--- src/rtl/boot_opt_pkg.sv ---
package boot_opt_pkg;
  typedef enum logic [1:0] {
    ST_WAIT  = 2'd0,
    ST_FETCH = 2'd1,
    ST_DRAIN = 2'd2,
    ST_RUN   = 2'd3
  } boot_state_e;

  localparam int unsigned OPT_SLOTS = 3;
  localparam int unsigned SLOT_P0   = 0;
  localparam int unsigned SLOT_P1   = 1;
  localparam int unsigned SLOT_P7   = 2;
endpackage

--- src/rtl/boot_wait_timer.sv ---
module boot_wait_timer #(
  parameter int unsigned WAIT_CYCLES = 16
) (
  input  logic clk,
  input  logic rst_n,
  input  logic count_en,
  output logic expired
);
  localparam int unsigned CNT_W = (WAIT_CYCLES < 2) ? 1 : $clog2(WAIT_CYCLES);
  localparam logic [CNT_W-1:0] LAST = CNT_W'(WAIT_CYCLES - 1);

  logic [CNT_W-1:0] cnt_q;

  assign expired = count_en && (cnt_q == LAST);

  always_ff @(posedge clk or negedge rst_n) begin
    if (!rst_n) begin
      cnt_q <= '0;
    end else if (count_en && (cnt_q != LAST)) begin
      cnt_q <= cnt_q + 1'b1;
    end
  end
endmodule

--- src/rtl/boot_fetch_seq.sv ---
module boot_fetch_seq
  import boot_opt_pkg::*;
#(
  parameter int unsigned ADDR_W   = 15,
  parameter logic [ADDR_W-1:0] OPT_BASE = 15'h7F00,
  parameter int unsigned SLOT_W   = 2
) (
  input  logic              clk,
  input  logic              rst_n,
  input  logic              wait_expired,
  output logic              wait_en,
  output logic              rom_rd,
  output logic [ADDR_W-1:0] rom_addr,
  output logic              cap_en,
  output logic [SLOT_W-1:0] cap_slot,
  output logic              run,
  output logic              done_pulse
);
  localparam logic [SLOT_W-1:0] LAST_SLOT = SLOT_W'(OPT_SLOTS - 1);

  boot_state_e       state_q, state_d;
  logic [SLOT_W-1:0] slot_q;
  logic              rd_q;
  logic [SLOT_W-1:0] slot_pipe_q;
  logic              run_q;
  logic              done_q;

  assign wait_en  = (state_q == ST_WAIT);
  assign rom_rd   = (state_q == ST_FETCH);
  assign rom_addr = OPT_BASE + ADDR_W'(slot_q);
  assign cap_en   = rd_q;
  assign cap_slot = slot_pipe_q;
  assign run      = run_q;
  assign done_pulse = done_q;

  always_comb begin
    state_d = state_q;
    unique case (state_q)
      ST_WAIT:  if (wait_expired) state_d = ST_FETCH;
      ST_FETCH: if (slot_q == LAST_SLOT) state_d = ST_DRAIN;
      ST_DRAIN: state_d = ST_RUN;
      ST_RUN:   state_d = ST_RUN;
      default:  state_d = ST_WAIT;
    endcase
  end

  always_ff @(posedge clk or negedge rst_n) begin
    if (!rst_n) begin
      state_q     <= ST_WAIT;
      slot_q      <= '0;
      rd_q        <= 1'b0;
      slot_pipe_q <= '0;
      run_q       <= 1'b0;
      done_q      <= 1'b0;
    end else begin
      state_q     <= state_d;
      rd_q        <= rom_rd;
      slot_pipe_q <= slot_q;
      if (rom_rd && (slot_q != LAST_SLOT)) begin
        slot_q <= slot_q + 1'b1;
      end
      done_q <= (state_q == ST_DRAIN);
      if (state_q == ST_DRAIN) begin
        run_q <= 1'b1;
      end
    end
  end
endmodule

--- src/rtl/boot_opt_regs.sv ---
module boot_opt_regs
  import boot_opt_pkg::*;
#(
  parameter int unsigned PORT_W = 8,
  parameter int unsigned SLOT_W = 2
) (
  input  logic                        clk,
  input  logic                        rst_n,
  input  logic                        cap_en,
  input  logic [SLOT_W-1:0]           cap_slot,
  input  logic [PORT_W-1:0]           cap_data,
  output logic [OPT_SLOTS*PORT_W-1:0] opt_flat
);
  for (genvar s = 0; s < OPT_SLOTS; s++) begin : g_slot
    logic [PORT_W-1:0] opt_q;
    always_ff @(posedge clk or negedge rst_n) begin
      if (!rst_n) begin
        opt_q <= '0;
      end else if (cap_en && (cap_slot == SLOT_W'(s))) begin
        opt_q <= cap_data;
      end
    end
    assign opt_flat[s*PORT_W +: PORT_W] = opt_q;
  end
endmodule

--- src/rtl/boot_port_map.sv ---
module boot_port_map
  import boot_opt_pkg::*;
#(
  parameter int unsigned PORT_W = 8
) (
  input  logic [OPT_SLOTS*PORT_W-1:0] opt_flat,
  input  logic                        run,
  input  logic [PORT_W-1:0]           p1_sw_pu,
  output logic [PORT_W-1:0]           p0_pu,
  output logic [PORT_W-1:0]           p0_cmos,
  output logic [PORT_W-1:0]           p1_pu,
  output logic [PORT_W-1:0]           p1_cmos,
  output logic [PORT_W-1:0]           p7_pu,
  output logic                        port_hold
);
  logic [PORT_W-1:0] mode0, type1, pull7;

  assign mode0 = opt_flat[SLOT_P0*PORT_W +: PORT_W];
  assign type1 = opt_flat[SLOT_P1*PORT_W +: PORT_W];
  assign pull7 = opt_flat[SLOT_P7*PORT_W +: PORT_W];

  for (genvar b = 0; b < PORT_W; b++) begin : g_bit
    always_comb begin
      p0_pu[b]   = run & mode0[b];
      p0_cmos[b] = run & mode0[b];
      p1_cmos[b] = run & type1[b];
      p1_pu[b]   = run & p1_sw_pu[b];
      p7_pu[b]   = run & pull7[b];
    end
  end

  assign port_hold = ~run;
endmodule

--- src/rtl/boot_opt_loader.sv ---
module boot_opt_loader
  import boot_opt_pkg::*;
#(
  parameter int unsigned WAIT_CYCLES = 16,
  parameter int unsigned ADDR_W      = 15,
  parameter int unsigned PORT_W      = 8,
  parameter logic [ADDR_W-1:0] OPT_BASE = 15'h7F00
) (
  input  logic              clk,
  input  logic              rst_n,
  output logic              rom_rd,
  output logic [ADDR_W-1:0] rom_addr,
  input  logic [PORT_W-1:0] rom_data,
  input  logic [PORT_W-1:0] p1_sw_pu,
  output logic [PORT_W-1:0] p0_pu,
  output logic [PORT_W-1:0] p0_cmos,
  output logic [PORT_W-1:0] p1_pu,
  output logic [PORT_W-1:0] p1_cmos,
  output logic [PORT_W-1:0] p7_pu,
  output logic              port_hold,
  output logic              cpu_run,
  output logic              load_done
);
  localparam int unsigned SLOT_W = $clog2(OPT_SLOTS);

  logic                        wait_en, wait_expired;
  logic                        cap_en;
  logic [SLOT_W-1:0]           cap_slot;
  logic [OPT_SLOTS*PORT_W-1:0] opt_flat;
  logic                        run;

  boot_wait_timer #(.WAIT_CYCLES(WAIT_CYCLES)) u_timer (
    .clk      (clk),
    .rst_n    (rst_n),
    .count_en (wait_en),
    .expired  (wait_expired)
  );

  boot_fetch_seq #(
    .ADDR_W  (ADDR_W),
    .OPT_BASE(OPT_BASE),
    .SLOT_W  (SLOT_W)
  ) u_seq (
    .clk          (clk),
    .rst_n        (rst_n),
    .wait_expired (wait_expired),
    .wait_en      (wait_en),
    .rom_rd       (rom_rd),
    .rom_addr     (rom_addr),
    .cap_en       (cap_en),
    .cap_slot     (cap_slot),
    .run          (run),
    .done_pulse   (load_done)
  );

  boot_opt_regs #(.PORT_W(PORT_W), .SLOT_W(SLOT_W)) u_regs (
    .clk      (clk),
    .rst_n    (rst_n),
    .cap_en   (cap_en),
    .cap_slot (cap_slot),
    .cap_data (rom_data),
    .opt_flat (opt_flat)
  );

  boot_port_map #(.PORT_W(PORT_W)) u_map (
    .opt_flat  (opt_flat),
    .run       (run),
    .p1_sw_pu  (p1_sw_pu),
    .p0_pu     (p0_pu),
    .p0_cmos   (p0_cmos),
    .p1_pu     (p1_pu),
    .p1_cmos   (p1_cmos),
    .p7_pu     (p7_pu),
    .port_hold (port_hold)
  );

  assign cpu_run = run;
endmodule

--- config.mk ---
export PLATFORM = sky130hd
export DESIGN_NAME = boot_opt_loader
export DESIGN_NICKNAME = d
export VERILOG_FILES = /design/src/rtl/boot_opt_pkg.sv /design/src/rtl/boot_wait_timer.sv /design/src/rtl/boot_fetch_seq.sv /design/src/rtl/boot_opt_regs.sv /design/src/rtl/boot_port_map.sv /design/src/rtl/boot_opt_loader.sv
export SDC_FILE = /design/constraint.sdc
export NUM_CORES = 1
export LEC_CHECK = 0
export BUFFER_PORTS_ARGS = -buffer_cell sky130_fd_sc_hd__buf_2
export CAP_MARGIN = 20
export CORE_MARGIN = 1.5
export CORE_UTILIZATION = 42
export DETAILED_ROUTE_END_ITERATION = 12
export GPL_TIMING_DRIVEN = 0
export PLACE_DENSITY_LB_ADDON = 0.08
export SLEW_MARGIN = 0
export SYNTH_ARGS = -nofsm -noshare
export SYNTH_HDL_FRONTEND = slang
export SYNTH_SLANG_ARGS = --single-unit
--- constraint.sdc ---
create_clock -name clk -period 1.4 [get_ports clk]
set_input_delay 0.42 -clock clk [delete_from_list [all_inputs] [get_ports clk]]
set_output_delay 0.42 -clock clk [all_outputs]
set_load 0.03 [all_outputs]
* Word level (Yosys, flattened, before mapping) *
Index checks and enable logic that the tools add are counted.

storage, ports and cells
  register bits after elaboration = 37
  output and inout port bits = 59

cells by class
  $add $sub $neg = 3
  equality and inequality tests = 11
  mux-type cells = 3
  bitwise operators = 33
  reductions and logical operators = 10

operators by type and width
  operator                                                               count
  1-bit AND                                                              32
  9-bit by 3-bit adder with 10-bit output, first input constant          1
  2-bit equality test, second input constant                             4
  1-bit logical AND                                                      6
  2-bit case mux with 3 select lines                                     1
  4-bit by 1-bit adder with 4-bit output, second input constant          1
  2-bit by 1-bit equality test with 1-bit output, second input constant  2
  4-bit equality test, second input constant                             1
  2-bit logical NOT                                                      2
  2-bit 2-to-1 mux                                                       2
  2-bit != test, second input constant                                   2
  4-bit != test, second input constant                                   1
  2-bit by 1-bit adder with 2-bit output, second input constant          1
  2-bit by 1-bit != test with 1-bit output, second input constant        1
  2-bit AND reduction                                                    1
  2-bit OR reduction                                                     1
  1-bit inverter                                                         1

* Depth between registers and ports, before layout *
Gate-level depths: netlist (run 1).

  word-level depth = 4
  depth in mapped cells = 5

* By module *
Synthesis (run 1) repeated with hierarchy kept, for this count alone.

second synthesis, totals
  cells, all modules = 154
  area, all modules = 1839.3 µm²

by module, submodules not included
  module           instances  cells an instance  area an instance (µm²)
  boot_opt_regs    1          51                 912.1
  boot_fetch_seq   1          38                 427.9
  boot_port_map    1          44                 279.0
  boot_wait_timer  1          21                 220.2

* Least setup slack after synthesis (run 1) *
OpenSTA, ideal clock, no wires.

  kind = flip-flop to output port
  start point = register u_seq.run_q (netlist: u_seq.run)
  end point = output p0_pu[0]
  arrival = 1355 ps
  setup slack = -375 ps
  stages on the path, launching flop included = 4
  path buffers = 2
  cells stage by stage = dfrtp_1 -> clkbuf_1 -> and2_1 -> buf_4

between the ends
  cells in the longest elaborated chain, start to end = 1

RTL lines
  item                      line                   RTL
  start: declaration        boot_fetch_seq.sv:25   logic run_q;
  start signal: assignment  boot_fetch_seq.sv:53   run_q <= 1'b0;
  start signal: assignment  boot_fetch_seq.sv:64   run_q <= 1'b1;
  1-bit AND                 n/a
  end: declaration          boot_opt_loader.sv:15  output logic [PORT_W-1:0] p0_pu,

Every way passes these cells.

* Worst setup path in the final report (run 1) *
  start point = register u_seq.run_q (netlist: u_seq.run)
  end point = output p1_pu[4]

between the ends
  cells in the longest elaborated chain, start to end = 1

RTL lines
  item              line                   RTL
  1-bit AND         boot_port_map.sv:27    p1_pu[b] = run & p1_sw_pu[b];
  end: declaration  boot_opt_loader.sv:17  output logic [PORT_W-1:0] p1_pu,

Every way passes these cells.

==> flow_summary.ini, run 1 <==
[status]
status = finished, violations left
violations_in_the_final_reports = negative setup slack

[route]
num_vias = 1339
wirelength_mm = 3.990
dr.pass1.iters = 4
routed_via_density = 4.601
drt_iter0_drc = 55
detail_route.drc_violations = 0
drtAntennaViolNets = 0
post_drt_wl_per_cell_um = 13.71

[worst_setup_path]
worst_setup_path_end_kind = primary output
crit_arrival_ns = 1.30
cp.required_ns = 0.98
crit_path_max_cell_delay_ns = 0.47
timing.critical_path.buf_inv = 3
critical-path-slowest-cell = dfrtp_2
crit_chain = buf_8, buf_12, and2_4, buf_6
critical_path_peak_fanout = 8
worst-setup-path-type = flip-flop to primary output
critical_path.top_delay_family = flip-flops
critical_path.startpoint_type = flip-flop

[clock_network]
inserted_clock_buffers = 5
worstSkewPairLatency_ns = 0.29
cts-hold-fix-buffers = 0
cts_sinks = 37
cts_tree = done
clock_tree.buffer_depth = 2
clkSlewWorstSetupHoldPaths_ns = 0.07
clockRootBuffer = clkbuf_8
h-tree-depth = 2

[die]
std_cell_rows = 23
design.die.area_um2 = 4661
coreArea_um2 = 4058
design.portCount = 77
fp.dieW_um = 68.27
die_height_um = 68.27
start_util = 0.4409

[global_routing]
antenna_found_initial = 0
grt_use_total = 0.1851
grt_pass1_vias = 1347
grt_first_pass_wirelength_mm = 6.168
maximum_number_of_pins_on_one_net_before_global_route_repair = 38
aggregate_global_routing_overflow = 0

[cells_and_area]
n_antenna_cell = 0
area_growth_from_synthesis_to_layout_pct = 61.19
layout.nets = 260
share_of_layout_cells_above_drive_strength_1 = 0.7261

[synthesis]
postSynthRegisterBits = 37
synthTopCellsByCount = dfrtp_1, and2_1, mux2_2
syn_area_per_cell_um2 = 12.09
synth_sequential_area_ratio = 0.5175
post_synth_mux_area_share = 0.1636
ffs_w_async_s_r_synth = 1.000
synth-edff-count = 0
synthAdderAreaFrac = 0.01399
synth_area_leader_cell = dfrtp_1
synth_compound_gate_area_share = 0.02378
synth.lib_cells_used.distinct = 23
synthCells = 148
synth-main-ff-cell = dfrtp_1
synth.cell_area_um2 = 1789
yosysWarningCount = 0
synthSimpleGateAreaFrac = 0.1685
post-synth-top-count-cell = dfrtp_1
portion_of_synthesized_cell_area_occupied_by_the_leading_cell_type = 0.5175
synth.top_cells.by_area = dfrtp_1, mux2_2, and2_1
synth_top_family_by_area = simple AND/OR/NAND/NOR gates
post_synth_xor_area_fraction = 0.009790

[sta]
skew_ns = 0.001705
worst_slew_pin_slew_ns = 0.8099
timing.slew.headroom = 0.4600
period_minus_slack_ns = 1.723
fmax_mhz = 580.5
final_min_period_over_clock_period = 1.230
finalWorstSetupSlack_ns = -0.3226
finalSetupViolCount = 43
final-hold-violation-count = 0
grt_setup_unrepaired = yes
report.final.slew_viol_count = 0
setup_total_negative_slack_ns = -9.712

[place]
portBuffers = 63
dp_worst_slack_ns = -0.1269
routabilityCongestion = 0.6963
hpwl_mm = 2.583

[pwr]
power.density_cell_area_nw_per_um2 = 854.6
ir_worst_vdd_mv = 0.6177
total_leakage_power_nw = 1.399

[min_path]
hp-class = input port to async pin

[job]
drv_cap = 0
cell type report:
cell class,instances,area [um^2]
plain buffers,24,232.7
clock buffers,7,96.34
clock inverters,1,5.005
fillers,281,1174
inverters,2,7.507
multi-input cells,96,854.6
flip-flops and latches,37,929.6
well taps,50,62.56
repair buffers,74,695.7
cells by family (layout without fill, tap and decap cells):
family,Yosys count,count (layout)
mux,26,26
buf+inv,26,108
fa+ha+maj,2,2
xor+xnor,2,2
flops,37,37
compound gates,7,7
other cells,2,13
simple gates,46,46
timing repair:
action	4_1_cts	5_1_grt
pin swaps	2	2
gates resized for setup	119	14
setup endpoints to repair	51	46
setup buffers	9	2
state kept, by name (all words and copies together) (netlist names):
register	flops
u_seq.run	1
u_seq.done_pulse	1
u_seq.state_q	2
u_seq.cap_slot	2
u_timer.cnt_q	4
u_seq.slot_q	2
u_regs.g_slot.opt_q	24
u_seq.cap_en	1
worst register-to-register path, cell delays in order (launching register included):
cell	delay, ns
dfrtp_1	0.39
ha_2	0.21
a311oi_4	0.31
mux2_4	0.33
metal layers:
metal,GRT usage,part of all wire
met2,0.3434,0.55
met5,0,0
met4,0.05250,0.011
met3,0.05921,0.058
met1,0.1998,0.38
final timing paths:
check                                       from                         to  slack [ns]  cells after the start
worst max-delay path                   u_seq.run                   p1_pu[4]       -0.32                      4
worst min-delay path                       rst_n  u_regs.g_slot[2].opt_q[7]        0.22                      1
worst max register to register  u_timer.cnt_q[1]           u_timer.cnt_q[1]        0.04                      3
worst min register to register   u_seq.slot_q[0]          u_seq.cap_slot[0]        0.40                      0
max in group asynchronous                  rst_n           u_seq.state_q[1]        0.62                      1
min in group clk                     rom_data[2]  u_regs.g_slot[0].opt_q[2]        0.39                      2
report_power, final:
group,leakage (nW),internal [mW],switching [mW]
Clock,0.0542,0.445,0.373
Sequential,0.413,1.10,0.0183
Combinational,0.931,0.257,0.268
Total,1.40,1.81,0.660
cell usage in the layout (no fill, tap or decap), types with 2 or more instances in the layout:
cell type  instances
buf_8              3
buf_6             52
nor2_1             3
and2_1             2
buf_12             2
dfrtp_2            3
buf_4             21
and2_4            30
inv_1              2
nand3b_2           2
clkbuf_8           7
mux2_2            25
conb_1            13
buf_2             20
a21oi_1            4
or2_2              2
dfrtp_1           34
per-stage QoR:
step | hold WS [ns] | util | std cells | total power, mW | instance area [um^2]
3_5_place_dp | 0.3904 | 0.5569 | 272 | 1.545 | 2260
3_3_place_gp | 0.3868 | 0.5569 | 272 | 1.538 | 2260
5_1_grt | 0.2752 | 0.7108 | 291 | 2.583 | 2884
2_1_floorplan | 0.1244 | - | 159 | 1.430 | 1882
4_1_cts | 0.2475 | 0.6913 | 289 | 2.485 | 2805
6_report | 0.2203 | 0.7108 | 291 | 2.465 | 2884
Note: power is estimated with default switching activity, not from simulation.
==> run 2, diff against run 1 <==
- CORE_UTILIZATION: 42 -> 44
- CTS_BUF_LIST: default -> sky130_fd_sc_hd__clkbuf_2 sky130_fd_sc_hd__clkbuf_4 sky130_fd_sc_hd__clkbuf_8
==> flow_summary.ini, run 2 (synthesized netlist as in run 1, its figures left out) <==
[sta]
finalWorstSetupSlack_ns = -0.3040
skew_ns = 0.003494
timing.slew.headroom = 0.4838
grt_setup_unrepaired = yes
final_min_period_over_clock_period = 1.217
fmax_mhz = 586.9
report.final.slew_viol_count = 0
final-hold-violation-count = 0
period_minus_slack_ns = 1.704
worst_slew_pin_slew_ns = 0.7743
finalSetupViolCount = 42
timing.hold.ws_ns = 0.2149
setup_total_negative_slack_ns = -10.12

[cells_and_area]
layout.nets = 261
area_growth_from_synthesis_to_layout_pct = 58.74
top_register = u_regs.g_slot.opt_q
layoutNonFillerInstCount = 290
layout_commonest_cell = buf_6
largest_register_ff_count = 24
filler_cell_count = 251
layout.cell_area.non_filler_um2 = 2840
most-common-layout-cells = buf_6, dfrtp_1, buf_4
n_antenna_cell = 0
share_of_layout_cells_above_drive_strength_1 = 0.7149
final_core_util = 0.7532
largest_registers = u_regs.g_slot.opt_q (24), u_timer.cnt_q (4)

[pwr]
total_leakage_power_nw = 1.381
total_power_mw = 2.421
ir_worst_vdd_mv = 0.6067
power.density_cell_area_nw_per_um2 = 852.3

[clock_network]
clock_tree.buffer_depth = 2
cts_sinks = 37
cts_tree = done
worstSkewPairLatency_ns = 0.28
clockRootBuffer = clkbuf_8
clkSlewWorstSetupHoldPaths_ns = 0.07
h-tree-depth = 2
inserted_clock_buffers = 5

[worst_setup_path]
cp.required_ns = 0.98
crit_arrival_ns = 1.28
crit_chain = clkbuf_8, and2_4, buf_6, buf_6
critical_path_peak_fanout = 6
worst_setup_path_end_kind = primary output
critical_path.startpoint_type = flip-flop
critical_path.top_delay_family = flip-flops
timing.critical_path.buf_inv = 3
crit_path_max_cell_delay_ns = 0.46
worst-setup-path-type = flip-flop to primary output
critical-path-slowest-cell = dfrtp_2
critPathMostFrequentCell = buf_6

[route]
dr.pass1.iters = 4
wirelength_mm = 3.728
routed_via_density = 4.624
drt_iter0_drc = 25
detail_route.drc_violations = 0
num_vias = 1341
post_drt_wl_per_cell_um = 12.86
drtAntennaViolNets = 0

[global_routing]
grt_use_total = 0.1801
grt_first_pass_wirelength_mm = 5.947
grt_pass1_vias = 1319
aggregate_global_routing_overflow = 0
maximum_number_of_pins_on_one_net_before_global_route_repair = 38
antenna_found_initial = 0

[min_path]
hp-class = input port to async pin

[place]
placed_cells = 270
portBuffers = 63
dp_worst_slack_ns = -0.08993
hpwl_mm = 2.407
routabilityCongestion = 0.7433
place_area_um2 = 2257

[status]
violations_in_the_final_reports = negative setup slack
status = finished, violations left

[die]
fp.dieW_um = 66.77
coreArea_um2 = 3771
die_height_um = 66.77
design.portCount = 77
design.die.area_um2 = 4458
std_cell_rows = 22
start_util = 0.4745

[job]
drv_cap = 0
[run 2: worst reg2reg max path: cells and delay by family, from the launching register on]
family,cells,cell delay (ns)
flip-flops,1,0.44
adder cells (fa/ha/maj),1,0.20
AO/OA/AOI/OAI,1,0.32
multiplexers,1,0.33
[run 2: what timing repair did]
| item | CTS | global route |
|---|---|---|
| endpoints found under the hold margin | 0 | 0 |
| gates cloned | 3 | 0 |
| hold buffers | 0 | 0 |
| gates resized for setup | 118 | 7 |
| setup buffers | 7 | 2 |
| pin swaps | 3 | 2 |
| setup endpoints to repair | 51 | 44 |
[run 2: area by class of cell]
type	count	area [um^2]	area share
flip-flops and latches	37	929.6	0.3273
multi-input cells	96	840.8	0.2960
repair buffers	75	670.6	0.2361
plain buffers	24	225.2	0.07930
clock buffers	7	96.34	0.03392
well taps	48	60.06	0.02115
inverters	2	12.51	0.004405
clock inverters	1	5.005	0.001762
[run 2: path summary, 6_finish.rpt]
path / from / to / slack [ns] / depth (start not counted)
max in group asynchronous: rst_n / u_seq.state_q[1] / 0.65 / 1
min in group clk: rom_data[2] / u_regs.g_slot[2].opt_q[2] / 0.40 / 2
setup / recovery: u_seq.run / p0_pu[4] / -0.30 / 4
hold / removal: rst_n / u_regs.g_slot[0].opt_q[5] / 0.21 / 1
setup reg to reg: u_timer.cnt_q[0] / u_timer.cnt_q[1] / 0 / 3
hold reg to reg: u_seq.slot_q[0] / u_seq.cap_slot[0] / 0.41 / 0
[run 2: routing by layer]
layer  GRT usage  wire, um  vias to the layer above  share of wire
met5           0         0                        -              0
met2      0.3163      1859                       54           0.50
met1      0.2144      1574                      644           0.42
met3     0.03885       245                        6          0.066
met4     0.06888        48                        0          0.013
li1            -         -                      637              -
[run 2: where the power goes]
| group | internal (mW) | total [mW] | switching, mW |
|---|---|---|---|
| logic | 0.245 | 0.510 | 0.265 |
| clock network | 0.444 | 0.790 | 0.345 |
| registers | 1.10 | 1.12 | 0.0175 |
| total | 1.79 | 2.42 | 0.628 |
